## config.mk

```make
export PLATFORM = sky130hd
export DESIGN_NAME = pwm_timebase
export DESIGN_NICKNAME = d
export VERILOG_FILES = /design/src/rtl/pwm_tbase_pkg.sv /design/src/rtl/pt_prescaler.sv /design/src/rtl/pt_counter.sv /design/src/rtl/pwm_timebase.sv
export SDC_FILE = /design/constraint.sdc
export NUM_CORES = 1
export LEC_CHECK = 0
export ABC_AREA = 1
export BUFFER_PORTS_ARGS = -buffer_cell sky130_fd_sc_hd__buf_2
export CORE_UTILIZATION = 41
export CTS_CLUSTER_DIAMETER = 200
export DETAILED_ROUTE_END_ITERATION = 16
export HOLD_SLACK_MARGIN = 0.05
export REMOVE_ABC_BUFFERS = 1
export SETUP_SLACK_MARGIN = 0.3
export SYNTH_ARGS = -nofsm -noshare
export SYNTH_HDL_FRONTEND = slang
export SYNTH_SLANG_ARGS = --single-unit
export TNS_END_PERCENT = 100
```

## constraint.sdc

```tcl
create_clock -name clk_i -period 3.8 [get_ports clk_i]
set_clock_uncertainty 0.2 [all_clocks]
set_input_delay 0.19 -clock clk_i [delete_from_list [all_inputs] [get_ports clk_i]]
set_output_delay 0.19 -clock clk_i [all_outputs]
set_load 0.01 [all_outputs]
```

## src/rtl/pwm_tbase_pkg.sv

```systemverilog
package pwm_tbase_pkg;

    typedef enum logic [1:0] {
        CM_UP   = 2'd0,
        CM_DOWN = 2'd1,
        CM_UPDN = 2'd2,
        CM_RSVD = 2'd3
    } cnt_mode_e;

    localparam int unsigned REG_CTRL   = 0;
    localparam int unsigned REG_PSC    = 1;
    localparam int unsigned REG_PERIOD = 2;
    localparam int unsigned REG_PHASE  = 3;
    localparam int unsigned REG_IRQCLR = 4;

endpackage

```

## src/rtl/pt_prescaler.sv

```systemverilog
module pt_prescaler #(
    parameter int unsigned PSC_W = 8
) (
    input  logic             clk_i,
    input  logic             rst_ni,
    input  logic             run_i,
    input  logic             restart_i,
    input  logic [PSC_W-1:0] div_i,
    output logic             tick_o
);

    typedef struct packed {
        logic [PSC_W-1:0] pre;
    } pre_state_t;

    pre_state_t s_d, s_q;
    logic [PSC_W-1:0] lim;
    logic at_lim;

    always_comb begin
        lim    = (div_i == '0) ? '0 : div_i - 1'b1;
        at_lim = (s_q.pre >= lim);
        s_d    = s_q;
        if (restart_i) begin
            s_d.pre = '0;
        end else if (run_i) begin
            s_d.pre = at_lim ? '0 : s_q.pre + 1'b1;
        end
        tick_o = run_i && !restart_i && at_lim;
    end

    always_ff @(posedge clk_i) begin
        if (!rst_ni) begin
            s_q <= '0;
        end else begin
            s_q <= s_d;
        end
    end

    // with a divisor above one, two enables never come back to back
    a_r1_tick_spacing: assert property (@(posedge clk_i) disable iff (!rst_ni)
        (tick_o && lim != '0) |=> (!tick_o || div_i != $past(div_i)));

    // a stopped prescaler keeps its position
    a_r11_pre_hold: assert property (@(posedge clk_i) disable iff (!rst_ni)
        (!run_i && !restart_i) |=> $stable(s_q.pre));

endmodule

```

## src/rtl/pt_counter.sv

```systemverilog
module pt_counter
    import pwm_tbase_pkg::*;
#(
    parameter int unsigned CNT_W = 16
) (
    input  logic             clk_i,
    input  logic             rst_ni,
    input  logic             tick_i,
    input  logic             sync_i,
    input  logic [CNT_W-1:0] phase_i,
    input  logic [CNT_W-1:0] period_i,
    input  cnt_mode_e        mode_i,
    output logic [CNT_W-1:0] cnt_o,
    output logic             zero_o,
    output logic             pmatch_o,
    output logic             zero_step_o
);

    typedef struct packed {
        logic [CNT_W-1:0] cnt;
        logic             down;
        logic             zero;
        logic             pm;
    } cnt_state_t;

    cnt_state_t s_d, s_q;
    logic [CNT_W-1:0] nxt;
    logic nxt_down;

    always_comb begin
        nxt      = s_q.cnt;
        nxt_down = 1'b0;
        unique case (mode_i)
            CM_DOWN: begin
                nxt = (s_q.cnt == '0) ? period_i : s_q.cnt - 1'b1;
            end
            CM_UPDN: begin
                if (!s_q.down) begin
                    if (s_q.cnt >= period_i) begin
                        nxt_down = 1'b1;
                        nxt      = (s_q.cnt == '0) ? '0 : s_q.cnt - 1'b1;
                    end else begin
                        nxt = s_q.cnt + 1'b1;
                    end
                end else begin
                    if (s_q.cnt == '0) begin
                        nxt_down = 1'b0;
                        nxt      = (period_i == '0) ? '0 : CNT_W'(1);
                    end else begin
                        nxt_down = 1'b1;
                        nxt      = s_q.cnt - 1'b1;
                    end
                end
            end
            default: begin
                nxt = (s_q.cnt >= period_i) ? '0 : s_q.cnt + 1'b1;
            end
        endcase

        s_d      = s_q;
        s_d.zero = 1'b0;
        s_d.pm   = 1'b0;
        if (sync_i) begin
            s_d.cnt = phase_i;
        end else if (tick_i) begin
            s_d.cnt  = nxt;
            s_d.down = nxt_down;
            s_d.zero = (nxt == '0);
            s_d.pm   = (nxt == period_i);
        end
        zero_step_o = tick_i && !sync_i && (nxt == '0);
    end

    always_ff @(posedge clk_i) begin
        if (!rst_ni) begin
            s_q <= '0;
        end else begin
            s_q <= s_d;
        end
    end

    assign cnt_o    = s_q.cnt;
    assign zero_o   = s_q.zero;
    assign pmatch_o = s_q.pm;

    // a zero strobe only accompanies a zero count
    a_r8_zero_on_zero: assert property (@(posedge clk_i) disable iff (!rst_ni)
        zero_o |-> (cnt_o == '0));

    // a period strobe shows the period that was active at the step
    a_r8_pm_on_period: assert property (@(posedge clk_i) disable iff (!rst_ni)
        pmatch_o |-> (cnt_o == $past(period_i)));

    // sync loads the phase value on the next edge
    a_r7_sync_load: assert property (@(posedge clk_i) disable iff (!rst_ni)
        sync_i |=> (cnt_o == $past(phase_i)));

    // no enable and no sync keeps the counter still
    a_r11_cnt_hold: assert property (@(posedge clk_i) disable iff (!rst_ni)
        (!tick_i && !sync_i) |=> $stable(cnt_o));

    // below the period, up mode advances by one
    a_r2_up_step: assert property (@(posedge clk_i) disable iff (!rst_ni)
        (mode_i == CM_UP && tick_i && !sync_i && cnt_o < period_i)
            |=> (cnt_o == $past(cnt_o) + 1'b1));

endmodule

```

## src/rtl/pwm_timebase.sv

```systemverilog
module pwm_timebase
    import pwm_tbase_pkg::*;
#(
    parameter int unsigned CNT_W  = 16,
    parameter int unsigned PSC_W  = 8,
    parameter int unsigned ADDR_W = 3
) (
    input  logic              clk_i,
    input  logic              rst_ni,
    input  logic              run_i,
    input  logic              wr_en_i,
    input  logic [ADDR_W-1:0] wr_addr_i,
    input  logic [CNT_W-1:0]  wr_data_i,
    input  logic              sync_i,
    output logic              sync_o,
    output logic [CNT_W-1:0]  cnt_o,
    output logic              zero_o,
    output logic              prd_o,
    output logic              irq_o
);

    localparam logic [CNT_W-1:0] PRD_RST = '1;

    typedef struct packed {
        cnt_mode_e        mode;
        logic             shadow;
        logic [PSC_W-1:0] psc;
        logic [CNT_W-1:0] prd_sh;
        logic [CNT_W-1:0] prd_act;
        logic [CNT_W-1:0] phase;
        logic             irq;
    } reg_state_t;

    reg_state_t r_d, r_q;
    logic tick;
    logic zero_step;
    logic clr_req;

    function automatic logic hit(input logic [ADDR_W-1:0] a, input int unsigned reg_idx);
        return a == ADDR_W'(reg_idx);
    endfunction

    always_comb begin
        r_d     = r_q;
        clr_req = wr_en_i && hit(wr_addr_i, REG_IRQCLR) && wr_data_i[0];
        if (wr_en_i) begin
            if (hit(wr_addr_i, REG_CTRL)) begin
                r_d.mode   = cnt_mode_e'(wr_data_i[1:0]);
                r_d.shadow = wr_data_i[2];
            end
            if (hit(wr_addr_i, REG_PSC)) begin
                r_d.psc = wr_data_i[PSC_W-1:0];
            end
            if (hit(wr_addr_i, REG_PERIOD)) begin
                r_d.prd_sh = wr_data_i;
                if (!r_q.shadow) begin
                    r_d.prd_act = wr_data_i;
                end
            end
            if (hit(wr_addr_i, REG_PHASE)) begin
                r_d.phase = wr_data_i;
            end
        end
        if (r_q.shadow && zero_step) begin
            r_d.prd_act = r_q.prd_sh;
        end
        if (clr_req) begin
            r_d.irq = 1'b0;
        end
        if (zero_step) begin
            r_d.irq = 1'b1;
        end
    end

    always_ff @(posedge clk_i) begin
        if (!rst_ni) begin
            r_q         <= '0;
            r_q.mode    <= CM_UP;
            r_q.prd_sh  <= PRD_RST;
            r_q.prd_act <= PRD_RST;
        end else begin
            r_q <= r_d;
        end
    end

    pt_prescaler #(
        .PSC_W (PSC_W)
    ) u_psc (
        .clk_i     (clk_i),
        .rst_ni    (rst_ni),
        .run_i     (run_i),
        .restart_i (sync_i),
        .div_i     (r_q.psc),
        .tick_o    (tick)
    );

    pt_counter #(
        .CNT_W (CNT_W)
    ) u_cnt (
        .clk_i       (clk_i),
        .rst_ni      (rst_ni),
        .tick_i      (tick),
        .sync_i      (sync_i),
        .phase_i     (r_q.phase),
        .period_i    (r_q.prd_act),
        .mode_i      (r_q.mode),
        .cnt_o       (cnt_o),
        .zero_o      (zero_o),
        .pmatch_o    (prd_o),
        .zero_step_o (zero_step)
    );

    assign sync_o = zero_o;
    assign irq_o  = r_q.irq;

    // the request stays up unless a clearing write arrives
    a_r10_irq_sticky: assert property (@(posedge clk_i) disable iff (!rst_ni)
        (irq_o && !clr_req) |=> irq_o);

    // every zero strobe finds the request raised
    a_r10_irq_on_zero: assert property (@(posedge clk_i) disable iff (!rst_ni)
        zero_o |-> irq_o);

    // with shadowing on, the active period moves only at a zero step
    a_r5_shadow_hold: assert property (@(posedge clk_i) disable iff (!rst_ni)
        (r_q.shadow && !zero_step) |=> $stable(r_q.prd_act));

endmodule

```

# Word-level counts from Yosys, hierarchy flattened
# Index checks and enable logic that the tools add are counted.
# Widths: inputs -> output; s select.
# totals
output_inout_bits	20
register_bits	87
# classes
n_eq_ne	8
reduce_logical	25
n_mux	23
addsub	4
n_bitwise	3
order_cmp	2
# op_table
operator	n
$mux 16	11
$logic_not 16->1	3
$mux 32	1
$pmux 16 s2	1
$mux 19	1
$add 16x1->16 const B	1
$eq 16x16->1	1
$ge 16x16->1	1
$mux 8	2
$sub 16x1->16 const B	1
$reduce_and 2->1	5
$add 8x1->8 const B	1
$ge 8x8->1	1
$logic_not 8->1	1
$reduce_bool 2->1	4
$sub 8x1->8 const B	1
$logic_and 1x1->1	7
$mux 1	7
$eq 3x2->1 const B	2
$eq 3x1->1 const B	1
$eq 3x3->1 const B	1
$logic_not 3->1	1
$not 1->1	3
$reduce_and 3->1	1
6 further kinds	6

# Longest topological paths before layout
# Gate-level depths: netlist of run 1.
# logic_depth
depth_word	10
mapped_depth	25
depth_no_buf	24

# Cells and area by module
# Synthesis of run 1 repeated with hierarchy kept, for this count alone.
# unflattened
cells_unflattened	1068
hier_area_um2	6746.5
# modules_own_cells
module	cells_per_inst	n_inst	area_each_um2
pt_counter	629	1	3534.6
pwm_timebase	330	1	2482.4
pt_prescaler	109	1	729.4

# Worst setup path before layout of run 1
# OpenSTA, ideal clock, no wires.
# synth_path
path_type	register -> register
startpoint	reg r_q[51] (netlist bit)
endpoint	reg r_q[25] (netlist bit)
setup_time_ns	0.134
setup_slack_ns	0.772
stages_incl_launch_ff	20
arrival_time_ns	2.694
cell_sequence	dfxtp_1 -> nor2_1 -> nand2_1 -> nor3_1 -> nand3_1 -> xor2_1 -> nand2_1 -> ha_1 -> nand2_1 -> nor2_1 -> nand4_1 -> nand3_1 -> nand3_1 -> inv_1 -> nand4_1 -> nor2_4 -> nand3_4 -> buf_6 -> nand3_2 -> nand3_1
# synth_via
elab_chain_len	9
# synth_lines
element	line	text
start, declared	pwm_timebase.sv:34	reg_state_t r_d, r_q;
start signal, assigned	pwm_timebase.sv:82	r_q <= r_d;
$sub 8x1->8 / $logic_not 8->1 (equally long branches)	pt_prescaler.sv:21	lim = (div_i == '0) ? '0 : div_i - 1'b1;
$mux 8 *	pt_prescaler.sv:21	
$ge 8x8->1 *	pt_prescaler.sv:22	at_lim = (s_q.pre >= lim);
$logic_and 1x1->1 *	pt_prescaler.sv:29	tick_o = run_i && !restart_i && at_lim;
$logic_and 1x1->1 * (2 in series)	pt_counter.sv:71	zero_step_o = tick_i && !sync_i && (nxt == '0);
$logic_and 1x1->1 *	pwm_timebase.sv:64	if (r_q.shadow && zero_step) begin
$ne 2x1->1 (no line) / $reduce_bool 2->1 (equally long branches)	n/a	
$reduce_and 3->1 (no line)	n/a	
# Every way passes the cells marked *; elsewhere a longest branch is shown, timed or not.
# A chain may end at the register's enable or synchronous reset.

# Worst setup path in the final report of run 1
# layout_path
startpoint	reg r_q[32] (netlist bit)
endpoint	reg r_q[21] (netlist bit)
# layout_via
elab_chain_len	10
# layout_lines
element	line	text
parallel branches: the longest is 4 deep, another holds $ge 16x16->1	n/a	
$pmux 16 s2 *	pt_counter.sv:33	unique case (mode_i)
$logic_not 16->1 *	pt_counter.sv:71	
$logic_and 1x1->1 *	pt_counter.sv:71	
$logic_and 1x1->1 *	pwm_timebase.sv:64	
$ne 2x1->1 (no line) / $reduce_bool 2->1 (equally long branches)	n/a	
$reduce_and 3->1 (no line)	n/a	
# Mark *: on every way between the ends.

==> metrics.json, run 1 <==
{
  "floorplan.initialDensity": {"value": 0.421},
  "final_nets": {"value": 1156},
  "result_of_the_run": {"value": "complete, no violations"},
  "slew_viol_final": {"value": 0},
  "share_seq_of_total_power": {"value": 0.368},
  "ctsLongestPathBuffers": {"value": 2},
  "die_width": {"value": 130, "unit": "µm"},
  "crit_path_max_fanout": {"value": 8},
  "antenna_cells": {"value": 0},
  "startpoint_class": {"value": "register"},
  "final_antenna_net_count": {"value": 0},
  "share_of_the_synthesized_area_in_the_top_cell_type": {"value": 0.260},
  "largest_area_contributor_in_the_synthesized_netlist": {"value": "sky130_fd_sc_hd__dfxtp_1"},
  "vdd.ir_drop.worst": {"value": 0.000185, "unit": "V"},
  "rrSetupSlack": {"value": 0.48, "unit": "ns"},
  "p_leak": {"value": 3.98, "unit": "nW"},
  "ys_seq_elements": {"value": 87},
  "cts.root.buffer_cell": {"value": "sky130_fd_sc_hd__clkbuf_16"},
  "critical_path_required": {"value": 3.81, "unit": "ns"},
  "synth-main-ff-cell": {"value": "sky130_fd_sc_hd__dfxtp_1"},
  "postLayoutCoreUtil": {"value": 0.490},
  "grt_pass1_vias": {"value": 5974},
  "synth.top_cells.by_count": {"value": "258 x sky130_fd_sc_hd__nand2_1, 126 x sky130_fd_sc_hd__inv_1, 95 x sky130_fd_sc_hd__nand3_1"},
  "worst_path_max_delay_cell": {"value": "sky130_fd_sc_hd__dfxtp_1"},
  "routed-via-count": {"value": 6890},
  "post_route_cells_drive_above_1_share": {"value": 0.165},
  "share_comb_of_total_power": {"value": 0.253},
  "worst-slew-pin-transition": {"value": 1.07, "unit": "ns"},
  "detail_route.drc_violations": {"value": 0},
  "grt_max_degree": {"value": 71},
  "cts_buffers": {"value": 9},
  "via_per_instance_ratio": {"value": 5.21},
  "setup.worst_path.end_class": {"value": "register"},
  "clock_power_share": {"value": 0.380},
  "wirelength": {"value": 20700, "unit": "µm"},
  "num_rows": {"value": 46},
  "timing.max_cap.violations": {"value": 0},
  "synthesis.area": {"value": 6690, "unit": "µm²"},
  "clock_latency": {"value": 0.36, "unit": "ns"},
  "cts_tree": {"value": "yes"},
  "power_density": {"value": 337, "unit": "nW/µm²"},
  "maxClockFrequency": {"value": 301, "unit": "MHz"},
  "synth_seq_area_share": {"value": 0.260},
  "groute.usage.overall": {"value": 0.251},
  "tmin_final": {"value": 3.32, "unit": "ns"},
  "area.growth.synth_to_final": {"value": 16.3, "unit": "%"},
  "crit_path_frequent_cell": {"value": "sky130_fd_sc_hd__nand2_1"},
  "clock_sinks": {"value": 87},
  "synth_cells": {"value": 1041},
  "crit_path_cell_trace": {"value": "inv_1 -> ha_1 -> nand2_1 -> inv_1 -> nand3_1 -> a21oi_1 -> nor2_2 -> buf_2 -> buf_4 -> nand4_1 -> nand2_1 -> nand2_1 -> nand2_1 -> nand2_1 -> nand2_1 -> nor2_1 -> nand2_2 -> nor2_8 -> buf_4 -> nand3_4 -> nand3_1 -> nand3_1"},
  "detailedPlacementHpwl": {"value": 15200, "unit": "µm"},
  "grt_remaining_overflow": {"value": 0},
  "cts_max_level": {"value": 3},
  "post_synth.cell_area_avg": {"value": 6.42, "unit": "µm²"},
  "report.final.hold_viol_count": {"value": 0},
  "coreArea": {"value": 15900, "unit": "µm²"},
  "timing.final.crit_share": {"value": 0.875},
  "arrival": {"value": 3.33, "unit": "ns"},
  "swShare": {"value": 0.331},
  "io_pins": {"value": 44},
  "net-switching-power": {"value": 0.867, "unit": "mW"},
  "cellInternalPower": {"value": 1.76, "unit": "mW"},
  "holdCritPathClass": {"value": "in -> reg"},
  "unrepaired_setup_endpoints_after_global_routing": {"value": "false"},
  "wl_per_instance": {"value": 15.6, "unit": "µm"},
  "routabilityCongestion": {"value": 0.897},
  "grt_first_pass_wirelength": {"value": 32300, "unit": "µm"},
  "floorplan.die_area": {"value": 16800, "unit": "µm²"},
  "crit_type": {"value": "reg -> reg"},
  "cp_slowest_stage_delay": {"value": 0.39, "unit": "ns"},
  "yosys.cell_count.top_type": {"value": "sky130_fd_sc_hd__nand2_1"},
  "chipHeight": {"value": 130, "unit": "µm"},
  "portBuffers": {"value": 43},
  "clock_transition_at_the_register_clock_pins_on_the_worst_setup_and_hold_paths_after_cts": {"value": 0.07, "unit": "ns"},
  "drtIter0Drc": {"value": 494},
  "synth-edff-count": {"value": 0},
  "drt_pass1_iterations": {"value": 5},
  "slew_headroom": {"value": 0.280},
  "synth-async-reset-ratio": {"value": 0},
  "ys_top_cells_by_area": {"value": "sky130_fd_sc_hd__dfxtp_1 26%, sky130_fd_sc_hd__nand2_1 14%, sky130_fd_sc_hd__nand3_1 7.1%, sky130_fd_sc_hd__inv_1 7.1%, sky130_fd_sc_hd__ha_1 5.8%"},
  "synthesis.yosys.warnings": {"value": 0},
  "grt_antenna_before_repair": {"value": 0},
  "post_synth_num_cell_types": {"value": 45},
  "sum_neg_setup_slack": {"value": 0, "unit": "ns"},
  "finalSetupViolations": {"value": 0}
}
## placed cells by master (no fill, tap or decap), types with 21 or more instances in the layout
| master | Yosys | routed |
|---|---|---|
| sky130_fd_sc_hd__dfxtp_1 | 87 | 79 |
| sky130_fd_sc_hd__a21oi_1 | 44 | 44 |
| sky130_fd_sc_hd__inv_1 | 126 | 123 |
| sky130_fd_sc_hd__nand4_1 | 47 | 47 |
| sky130_fd_sc_hd__o21ai_0 | 65 | 63 |
| sky130_fd_sc_hd__nand2_1 | 258 | 258 |
| sky130_fd_sc_hd__ha_1 | 31 | 30 |
| sky130_fd_sc_hd__nor2_1 | 81 | 80 |
| sky130_fd_sc_hd__nand3_1 | 95 | 92 |
| sky130_fd_sc_hd__xor2_1 | 21 | 21 |
| sky130_fd_sc_hd__buf_4 | 20 | 41 |
| sky130_fd_sc_hd__buf_2 | 7 | 44 |
## cell families (layout without fill, tap and decap cells)
kind of cell | count (synthesis) | count (layout) | synth area share
adders and majority gates | 31 | 31 | 0.0580
AOI/OAI and AO/OA | 157 | 157 | 0.129
xor gates and xnor gates | 26 | 26 | 0.0352
DFF | 87 | 87 | 0.260
and+or+nand+nor | 539 | 543 | 0.383
buffers and inverters | 201 | 262 | 0.134
## area by class of cell
| cell class | count | area, µm² |
|---|---|---|
| multi-input combinational | 757 | 4160 |
| inverter | 140 | 531 |
| clock inverter | 7 | 101 |
| timing repair buffer | 106 | 741 |
| tap | 216 | 270 |
| fill | 1698 | 8110 |
| sequential | 87 | 1750 |
| clock buffer | 9 | 225 |
## per-layer routing
metal / track usage / vias to the layer above / wire length (µm)
met1: 0.370 / 3121 / 10100
met4: 0.102 / 0 / 466
met2: 0.370 / 215 / 9000
met3: 0.0267 / 32 / 1110
met5: 0 / - / 0
li1: - / 3522 / -
## power by group through the flow
| stage | Combinational [mW] | Clock [mW] | Sequential [mW] |
|---|---|---|---|
| 6_report | 0.663 | 0.996 | 0.964 |
| 5_1_grt | 0.739 | 1.04 | 0.968 |
| 4_1_cts | 0.627 | 1.01 | 0.962 |
| 3_5_place_dp | 0.608 | 0 | 0.983 |
| 3_3_place_gp | 0.608 | 0 | 0.983 |
| 2_1_floorplan | 0.415 | 0 | 0.984 |
## worst max-delay path: cells and delay by family, from the launching register on
family          cells  cell delay (ns)
compound gates      1             0.16
fa+ha+maj           1             0.30
buf+inv             5             0.60
flops               1             0.39
simple gates       15             1.53
## what timing repair did
| action | in CTS | in global routing |
|---|---|---|
| pin swaps | 0 | 8 |
| gates cloned | 1 | 4 |
| hold buffers | 19 | 0 |
| gates resized for setup | 1 | 27 |
| endpoints found under the hold margin | 62 | 0 |
| setup endpoints to repair | 16 | 22 |
| setup buffers | 0 | 17 |
## flip-flops by register name (all words and copies together), names as in the netlist
| name | cells |
|---|---|
| irq_o | 1 |
| r_q | 59 |
| u_cnt.cnt_o | 16 |
| u_cnt.pmatch_o | 1 |
| u_cnt.s_q | 1 |
| u_cnt.zero_o | 1 |
| u_psc.s_q | 8 |
## metrics by stage
step	area [µm²]	setup WS (ns)	total power, mW	instances	hold WS, ns
4_1_cts	7540	0.372	2.60	1301	0.0558
3_3_place_gp	7000	0.241	1.59	1265	0.244
5_1_grt	7780	0.255	2.75	1322	0.0874
3_5_place_dp	7000	0.176	1.59	1265	0.246
6_report	7780	0.476	2.62	1322	0.0568
2_1_floorplan	6320	0.320	1.40	980	0.0741
## path summary, 6_finish.rpt
| check | from | cells after the start | to |
|---|---|---|---|
| max | r_q[32] | 22 | r_q[21] |
| min | wr_en_i | 6 | irq_o |
| max reg2reg | r_q[32] | 22 | r_q[21] |
| min reg2reg | r_q[10] | 2 | r_q[10] |
(Power assumes the default switching activity.)
==> inputs of run 2 (changes only) <==
--- a/config.mk
+++ b/config.mk
@@ -7,10 +7,11 @@
 export LEC_CHECK = 0
 export ABC_AREA = 1
 export BUFFER_PORTS_ARGS = -buffer_cell sky130_fd_sc_hd__buf_2
-export CORE_UTILIZATION = 41
+export CORE_UTILIZATION = 60
 export CTS_CLUSTER_DIAMETER = 200
 export DETAILED_ROUTE_END_ITERATION = 16
 export HOLD_SLACK_MARGIN = 0.05
+export PLACE_DENSITY = 0.79
 export REMOVE_ABC_BUFFERS = 1
 export SETUP_SLACK_MARGIN = 0.3
 export SYNTH_ARGS = -nofsm -noshare
==> run 2 against run 1 <==
  * Final cell count down 6.8%
  * Critical endpoint is now r_q[32]
  * Sequential share of layout area up 0.86 points
  * Worst setup slack better by 0.018 ns
  * Largest cell class unchanged
  * Critical path depth down 3
==> metrics.json, run 2 (synthesis gave the netlist of run 1 again) <==
{
  "result_of_the_run": {"value": "complete, no violations"},
  "top_layer": {"value": "met4"},
  "ctsLongestPathBuffers": {"value": 2},
  "post_route_cells_drive_above_1_share": {"value": 0.156},
  "critPathBufInv": {"value": 2},
  "postLayoutCoreUtil": {"value": 0.690},
  "clock_latency": {"value": 0.37, "unit": "ns"},
  "grt_pass1_vias": {"value": 6176},
  "setup.worst_path.end_class": {"value": "register"},
  "startpoint_class": {"value": "register"},
  "design_power_total": {"value": 2.30, "unit": "mW"},
  "arrival": {"value": 3.34, "unit": "ns"},
  "cts_max_level": {"value": 3},
  "cp_slowest_stage_delay": {"value": 0.45, "unit": "ns"},
  "wl_per_instance": {"value": 15.8, "unit": "µm"},
  "via_per_instance_ratio": {"value": 5.73},
  "drtIter0Drc": {"value": 734},
  "crit_family": {"value": "simple AND/OR/NAND/NOR gates"},
  "sequential_area": {"value": 1750, "unit": "µm²"},
  "detailedPlacementHpwl": {"value": 14200, "unit": "µm"},
  "p_leak": {"value": 3.86, "unit": "nW"},
  "routabilityCongestion": {"value": 0.963},
  "crit_path_cell_trace": {"value": "inv_1 -> ha_1 -> nand2_1 -> nand2_1 -> nand2_1 -> a21oi_1 -> nor2_4 -> buf_6 -> nand4_1 -> nand3_1 -> nand2_1 -> nand2_1 -> nand2_1 -> nor2_1 -> nand2_2 -> nor2_8 -> nand3_4 -> nand3_2 -> nand3_1"},
  "sum_neg_setup_slack": {"value": 0, "unit": "ns"},
  "report.final.hold_viol_count": {"value": 0},
  "holdCritPathClass": {"value": "in -> reg"},
  "timing.final.crit_share": {"value": 0.870},
  "power_density": {"value": 308, "unit": "nW/µm²"},
  "drt_pass1_iterations": {"value": 6},
  "cts_tree": {"value": "yes"},
  "crit_path_max_fanout": {"value": 15},
  "final_nets": {"value": 1142},
  "grt_max_degree": {"value": 71},
  "grt_antenna_before_repair": {"value": 0},
  "grt_first_pass_wirelength": {"value": 31000, "unit": "µm"},
  "chipHeight": {"value": 108, "unit": "µm"},
  "clock_transition_at_the_register_clock_pins_on_the_worst_setup_and_hold_paths_after_cts": {"value": 0.09, "unit": "ns"},
  "cts.root.buffer_cell": {"value": "sky130_fd_sc_hd__clkbuf_8"},
  "multi_input_combinational_cell_area": {"value": 4150, "unit": "µm²"},
  "groute.usage.overall": {"value": 0.345},
  "routed-via-count": {"value": 7064},
  "tmin_final": {"value": 3.31, "unit": "ns"},
  "detail_route.drc_violations": {"value": 0},
  "worst-slew-pin-transition": {"value": 0.912, "unit": "ns"},
  "io_pins": {"value": 44},
  "area.growth.synth_to_final": {"value": 11.9, "unit": "%"},
  "antenna_cells": {"value": 0},
  "portBuffers": {"value": 43},
  "flip_flop_count_of_the_largest_register_after_layout": {"value": 59},
  "worst_path_max_delay_cell": {"value": "sky130_fd_sc_hd__dfxtp_1"},
  "num_rows": {"value": 38},
  "maxClockFrequency": {"value": 303, "unit": "MHz"},
  "timing.max_cap.violations": {"value": 0},
  "die_width": {"value": 108, "unit": "µm"},
  "coreArea": {"value": 10800, "unit": "µm²"},
  "clock_sinks": {"value": 87},
  "wirelength": {"value": 19400, "unit": "µm"},
  "finalSetupViolations": {"value": 0},
  "met1Wirelength": {"value": 8780, "unit": "µm"},
  "grt_remaining_overflow": {"value": 0},
  "slew_viol_final": {"value": 0},
  "critical_path_required": {"value": 3.83, "unit": "ns"},
  "regMostFlops": {"value": "r_q"},
  "cts_buffers": {"value": 9},
  "layout.cells.most_common": {"value": "sky130_fd_sc_hd__nand2_1"},
  "floorplan.die_area": {"value": 11600, "unit": "µm²"},
  "crit_path_frequent_cell": {"value": "sky130_fd_sc_hd__nand2_1"},
  "met3WireLength": {"value": 1520, "unit": "µm"},
  "layout.filler_cells": {"value": 998},
  "met2WireLength": {"value": 8630, "unit": "µm"},
  "unrepaired_setup_endpoints_after_global_routing": {"value": "false"},
  "final_antenna_net_count": {"value": 0},
  "slew_headroom": {"value": 0.391},
  "layout_common_cells": {"value": "253 x sky130_fd_sc_hd__nand2_1, 121 x sky130_fd_sc_hd__inv_1, 93 x sky130_fd_sc_hd__nand3_1, 81 x sky130_fd_sc_hd__nor2_1, 81 x sky130_fd_sc_hd__dfxtp_1"},
  "floorplan.initialDensity": {"value": 0.617},
  "vdd.ir_drop.worst": {"value": 0.000251, "unit": "V"},
  "crit_type": {"value": "reg -> reg"}
}
run 2: cell types whose count changed in the layout (fill, tap and decap cells not counted), moves of 3 or more:
cell                        delta
sky130_fd_sc_hd__buf_4        -17
sky130_fd_sc_hd__nand2_1       -5
sky130_fd_sc_hd__nand2_2       +5
sky130_fd_sc_hd__inv_2         +3
sky130_fd_sc_hd__clkbuf_16     -9
sky130_fd_sc_hd__clkbuf_8     +10
run 2: final cells by class:
| cell class | instances | share of cell area |
|---|---|---|
| clock buffers | 11 | 0.0189 |
| clock inverters | 5 | 0.00853 |
| inverters | 140 | 0.0706 |
| multi-input cells | 756 | 0.554 |
| flip-flops and latches | 87 | 0.234 |
| well taps | 140 | 0.0234 |
| repair buffers | 93 | 0.0910 |
run 2: metal layers:
metal | global-route usage | up-vias
met1 | 0.480 | 3233
met4 | 0.120 | 0
met5 | 0 | -
li1 | - | 3499
met3 | 0.0557 | 45
met2 | 0.537 | 287
run 2: worst paths after layout:
path,startpoint,to,slack (ns),depth (start not counted)
worst max-delay path,r_q[26],r_q[32],0.49,19
worst min-delay path,wr_addr_i[1],r_q[53],0.05,4
worst max register to register,r_q[26],r_q[32],0.49,19
worst min register to register,r_q[1],r_q[1],0.25,2
run 2: report_power, final:
part / leakage [nW] / internal [mW] / total (mW) / switching [mW]
Combinational: 3.05 / 0.226 / 0.650 / 0.424
Clock: 0.101 / 0.328 / 0.690 / 0.361
Sequential: 0.706 / 0.940 / 0.965 / 0.0245
Total: 3.86 / 1.49 / 2.30 / 0.810
run 2: worst reg2reg max path: cells and delay by family (launching register included):
| kind | cells | cell delay (ns) |
|---|---|---|
| compound gates | 1 | 0.09 |
| fa+ha+maj | 1 | 0.31 |
| buf+inv | 2 | 0.32 |
| flops | 1 | 0.45 |
| simple gates | 15 | 1.80 |
run 2: through the flow:
step,setup WS (ns),std cells,hold WS (ns),cell area (µm²)
global route,0.276,1232,0.0769,7480
floorplan,0.320,980,0.0741,6320
CTS,0.328,1224,0.0524,7310
detailed placement,0.227,1188,0.238,6900
global placement,0.300,1188,0.236,6900
finish,0.494,1232,0.0525,7480
run 2: what timing repair did:
item,CTS,global route
buffers inserted,0,5
gates resized for setup,1,32
setup endpoints to repair,16,27
gates cloned,0,3
hold buffers,20,0
pin swaps,0,11
hold endpoints to repair,64,0
==> inputs of run 3 (changes only) <==
--- a/config.mk
+++ b/config.mk
@@ -11,7 +11,7 @@
 export CTS_CLUSTER_DIAMETER = 200
 export DETAILED_ROUTE_END_ITERATION = 16
 export HOLD_SLACK_MARGIN = 0.05
-export PLACE_DENSITY = 0.79
+export PLACE_DENSITY = 0.84
 export REMOVE_ABC_BUFFERS = 1
 export SETUP_SLACK_MARGIN = 0.3
 export SYNTH_ARGS = -nofsm -noshare
==> run 3 against run 2 <==
  * Non-clock buffer count is 6 higher
  * Global-route usage rose by 0.16 points
  * Utilization rose by 0.61 points
  * Total power increased by 3.8%
==> metrics.json, run 3 (synthesis gave the netlist of run 1 again) <==
{
  "result_of_the_run": {"value": "complete, no violations"},
  "post_route_cells_drive_above_1_share": {"value": 0.158},
  "clock_transition_at_the_register_clock_pins_on_the_worst_setup_and_hold_paths_after_cts": {"value": 0.09, "unit": "ns"},
  "cts.root.buffer_cell": {"value": "sky130_fd_sc_hd__clkbuf_8"},
  "slew_viol_final": {"value": 0},
  "startpoint_class": {"value": "register"},
  "clock_power_share": {"value": 0.319},
  "area.growth.synth_to_final": {"value": 12.9, "unit": "%"},
  "critical_path_required": {"value": 3.83, "unit": "ns"},
  "timing.max_cap.violations": {"value": 0},
  "portBuffers": {"value": 43},
  "critPathBufInv": {"value": 5},
  "clock_sinks": {"value": 87},
  "crit_path_frequent_cell": {"value": "sky130_fd_sc_hd__nand2_1"},
  "unrepaired_setup_endpoints_after_global_routing": {"value": "false"},
  "clock_latency": {"value": 0.38, "unit": "ns"},
  "grt_antenna_before_repair": {"value": 0},
  "tmin_final": {"value": 3.40, "unit": "ns"},
  "cts_buffers": {"value": 9},
  "pre_cts_slack": {"value": 0.287, "unit": "ns"},
  "slew_headroom": {"value": 0.346},
  "grt_max_degree": {"value": 71},
  "maxClockFrequency": {"value": 294, "unit": "MHz"},
  "groute.usage.overall": {"value": 0.347},
  "grt_pass1_vias": {"value": 6282},
  "report.final.hold_viol_count": {"value": 0},
  "via_per_instance_ratio": {"value": 5.78},
  "crit_path_max_fanout": {"value": 15},
  "grt_remaining_overflow": {"value": 0},
  "wirelength": {"value": 20100, "unit": "µm"},
  "cp_slowest_stage_delay": {"value": 0.38, "unit": "ns"},
  "p_leak": {"value": 3.90, "unit": "nW"},
  "flip_flop_count_of_the_largest_register_after_layout": {"value": 59},
  "setup.worst_path.end_class": {"value": "register"},
  "ctsLongestPathBuffers": {"value": 2},
  "regMostFlops": {"value": "r_q"},
  "grt-busiest-layer": {"value": "met2"},
  "power_density": {"value": 317, "unit": "nW/µm²"},
  "share_comb_of_total_power": {"value": 0.277},
  "worst-slew-pin-transition": {"value": 0.980, "unit": "ns"},
  "final_nets": {"value": 1148},
  "share_seq_of_total_power": {"value": 0.404},
  "cts_tree": {"value": "yes"},
  "antenna_cells": {"value": 0},
  "detail_route.drc_violations": {"value": 0},
  "swShare": {"value": 0.346},
  "final_antenna_net_count": {"value": 0},
  "sum_neg_setup_slack": {"value": 0, "unit": "ns"},
  "grt_first_pass_wirelength": {"value": 31100, "unit": "µm"},
  "timing.final.crit_share": {"value": 0.894},
  "postLayoutCoreUtil": {"value": 0.696},
  "floorplan.initialDensity": {"value": 0.617},
  "drtIter0Drc": {"value": 715},
  "num_rows": {"value": 38},
  "routabilityCongestion": {"value": 0.974},
  "wl_per_instance": {"value": 16.2, "unit": "µm"},
  "floorplan.die_area": {"value": 11600, "unit": "µm²"},
  "finalSetupViolations": {"value": 0},
  "drt_pass1_iterations": {"value": 8},
  "holdCritPathClass": {"value": "in -> reg"},
  "cellInternalPower": {"value": 1.56, "unit": "mW"},
  "die_width": {"value": 108, "unit": "µm"},
  "crit_path_cell_trace": {"value": "inv_1 -> ha_1 -> nand2_1 -> inv_1 -> nand2_1 -> a21oi_2 -> nor2_4 -> buf_4 -> nand2_2 -> inv_1 -> nand2_1 -> nand2_1 -> nand3_2 -> nand2_1 -> nor2_1 -> nand2_2 -> nor2_8 -> buf_8 -> nand4_1 -> nand2_1 -> nand3_1"},
  "layout.cells.most_common": {"value": "sky130_fd_sc_hd__nand2_1"},
  "layout_common_cells": {"value": "257 x sky130_fd_sc_hd__nand2_1, 123 x sky130_fd_sc_hd__inv_1, 93 x sky130_fd_sc_hd__nand3_1, 79 x sky130_fd_sc_hd__nor2_1, 79 x sky130_fd_sc_hd__dfxtp_1"},
  "crit_family": {"value": "simple AND/OR/NAND/NOR gates"},
  "rrSetupSlack": {"value": 0.40, "unit": "ns"},
  "routed-via-count": {"value": 7157},
  "net-switching-power": {"value": 0.827, "unit": "mW"},
  "detailedPlacementHpwl": {"value": 14000, "unit": "µm"},
  "grtUsageMet2": {"value": 0.534},
  "vdd.ir_drop.worst": {"value": 0.000325, "unit": "V"},
  "cts_max_level": {"value": 3},
  "coreArea": {"value": 10800, "unit": "µm²"},
  "crit_type": {"value": "reg -> reg"},
  "worst_path_max_delay_cell": {"value": "sky130_fd_sc_hd__dfxtp_2"},
  "arrival": {"value": 3.42, "unit": "ns"},
  "globalRouteMet3Util": {"value": 0.0636},
  "io_pins": {"value": 44},
  "chipHeight": {"value": 108, "unit": "µm"},
  "postLayoutSetupSlackWorst": {"value": 0.401, "unit": "ns"},
  "met1_usage": {"value": 0.470}
}
-- run 3: changes by cell type in the layout (fill, tap and decap cells not counted), sizes merged --
| cell | before | now |
|---|---|---|
| dlygate4sd3 | 20 | 22 |
| bufinv | 1 | 2 |
| clkinv | 7 | 6 |
| buf | 73 | 77 |
-- run 3: metrics by stage --
| step | area (µm²) | power, mW | hold slack (ns) | std cells |
|---|---|---|---|---|
| after detailed placement | 6890 | 1.58 | 0.243 | 1187 |
| after CTS | 7350 | 2.34 | 0.0537 | 1226 |
| after global routing | 7550 | 2.50 | 0.0875 | 1238 |
| after global placement | 6890 | 1.57 | 0.237 | 1187 |
| after floorplan | 6320 | 1.40 | 0.0741 | 980 |
| final | 7550 | 2.39 | 0.0544 | 1238 |
-- run 3: worst reg2reg max path, cell delays in order, from the launching register on --
cell,delay (ns)
sky130_fd_sc_hd__dfxtp_2,0.38
sky130_fd_sc_hd__inv_1,0.10
sky130_fd_sc_hd__ha_1,0.31
sky130_fd_sc_hd__nand2_1,0.07
sky130_fd_sc_hd__inv_1,0.07
sky130_fd_sc_hd__nand2_1,0.08
sky130_fd_sc_hd__a21oi_2,0.18
sky130_fd_sc_hd__nor2_4,0.08
sky130_fd_sc_hd__buf_4,0.18
sky130_fd_sc_hd__nand2_2,0.15
sky130_fd_sc_hd__inv_1,0.12
sky130_fd_sc_hd__nand2_1,0.11
sky130_fd_sc_hd__nand2_1,0.08
sky130_fd_sc_hd__nand3_2,0.12
sky130_fd_sc_hd__nand2_1,0.06
sky130_fd_sc_hd__nor2_1,0.15
sky130_fd_sc_hd__nand2_2,0.11
sky130_fd_sc_hd__nor2_8,0.20
sky130_fd_sc_hd__buf_8,0.18
sky130_fd_sc_hd__nand4_1,0.09
sky130_fd_sc_hd__nand2_1,0.13
sky130_fd_sc_hd__nand3_1,0.09
-- run 3: power by group through the flow --
stage,clock network [mW],registers [mW],logic [mW]
finish,0.764,0.966,0.662
global route,0.806,0.969,0.725
CTS,0.766,0.964,0.614
detailed placement,0,0.985,0.592
global placement,0,0.984,0.585
floorplan,0,0.984,0.415
-- run 3: layer usage --
| layer | share of wire | up-vias |
|---|---|---|
| met3 | 0.093 | 70 |
| met2 | 0.45 | 394 |
| li1 | - | 3502 |
| met4 | 0.033 | 0 |
| met1 | 0.42 | 3191 |
| met5 | 0 | - |
-- run 3: final cells by class --
cell class                      instances  area [µm²]
Multi-Input combinational cell        756        4150
Sequential cell                        87        1750
Inverter                              140         528
Timing Repair Buffer                   99         714
Clock buffer                           11         141
Tap cell                              140         175
Clock inverter                          5        87.6
Fill cell                             946        3290
-- run 3: final timing paths --
path / from / to / cells past startpoint
hold reg to reg: r_q[9] / r_q[9] / 2
setup reg to reg: r_q[28] / r_q[27] / 21
setup / recovery: r_q[28] / r_q[27] / 21
hold / removal: wr_en_i / irq_o / 6
-- run 3: repair_timing --
| item | CTS | global route |
|---|---|---|
| cloned | 1 | 2 |
| gates resized for setup | 0 | 29 |
| setup buffers | 0 | 10 |
| hold buffers | 22 | 0 |
| pin swaps | 1 | 8 |
| endpoints found under the setup margin | 14 | 20 |
| endpoints found under the hold margin | 64 | 0 |
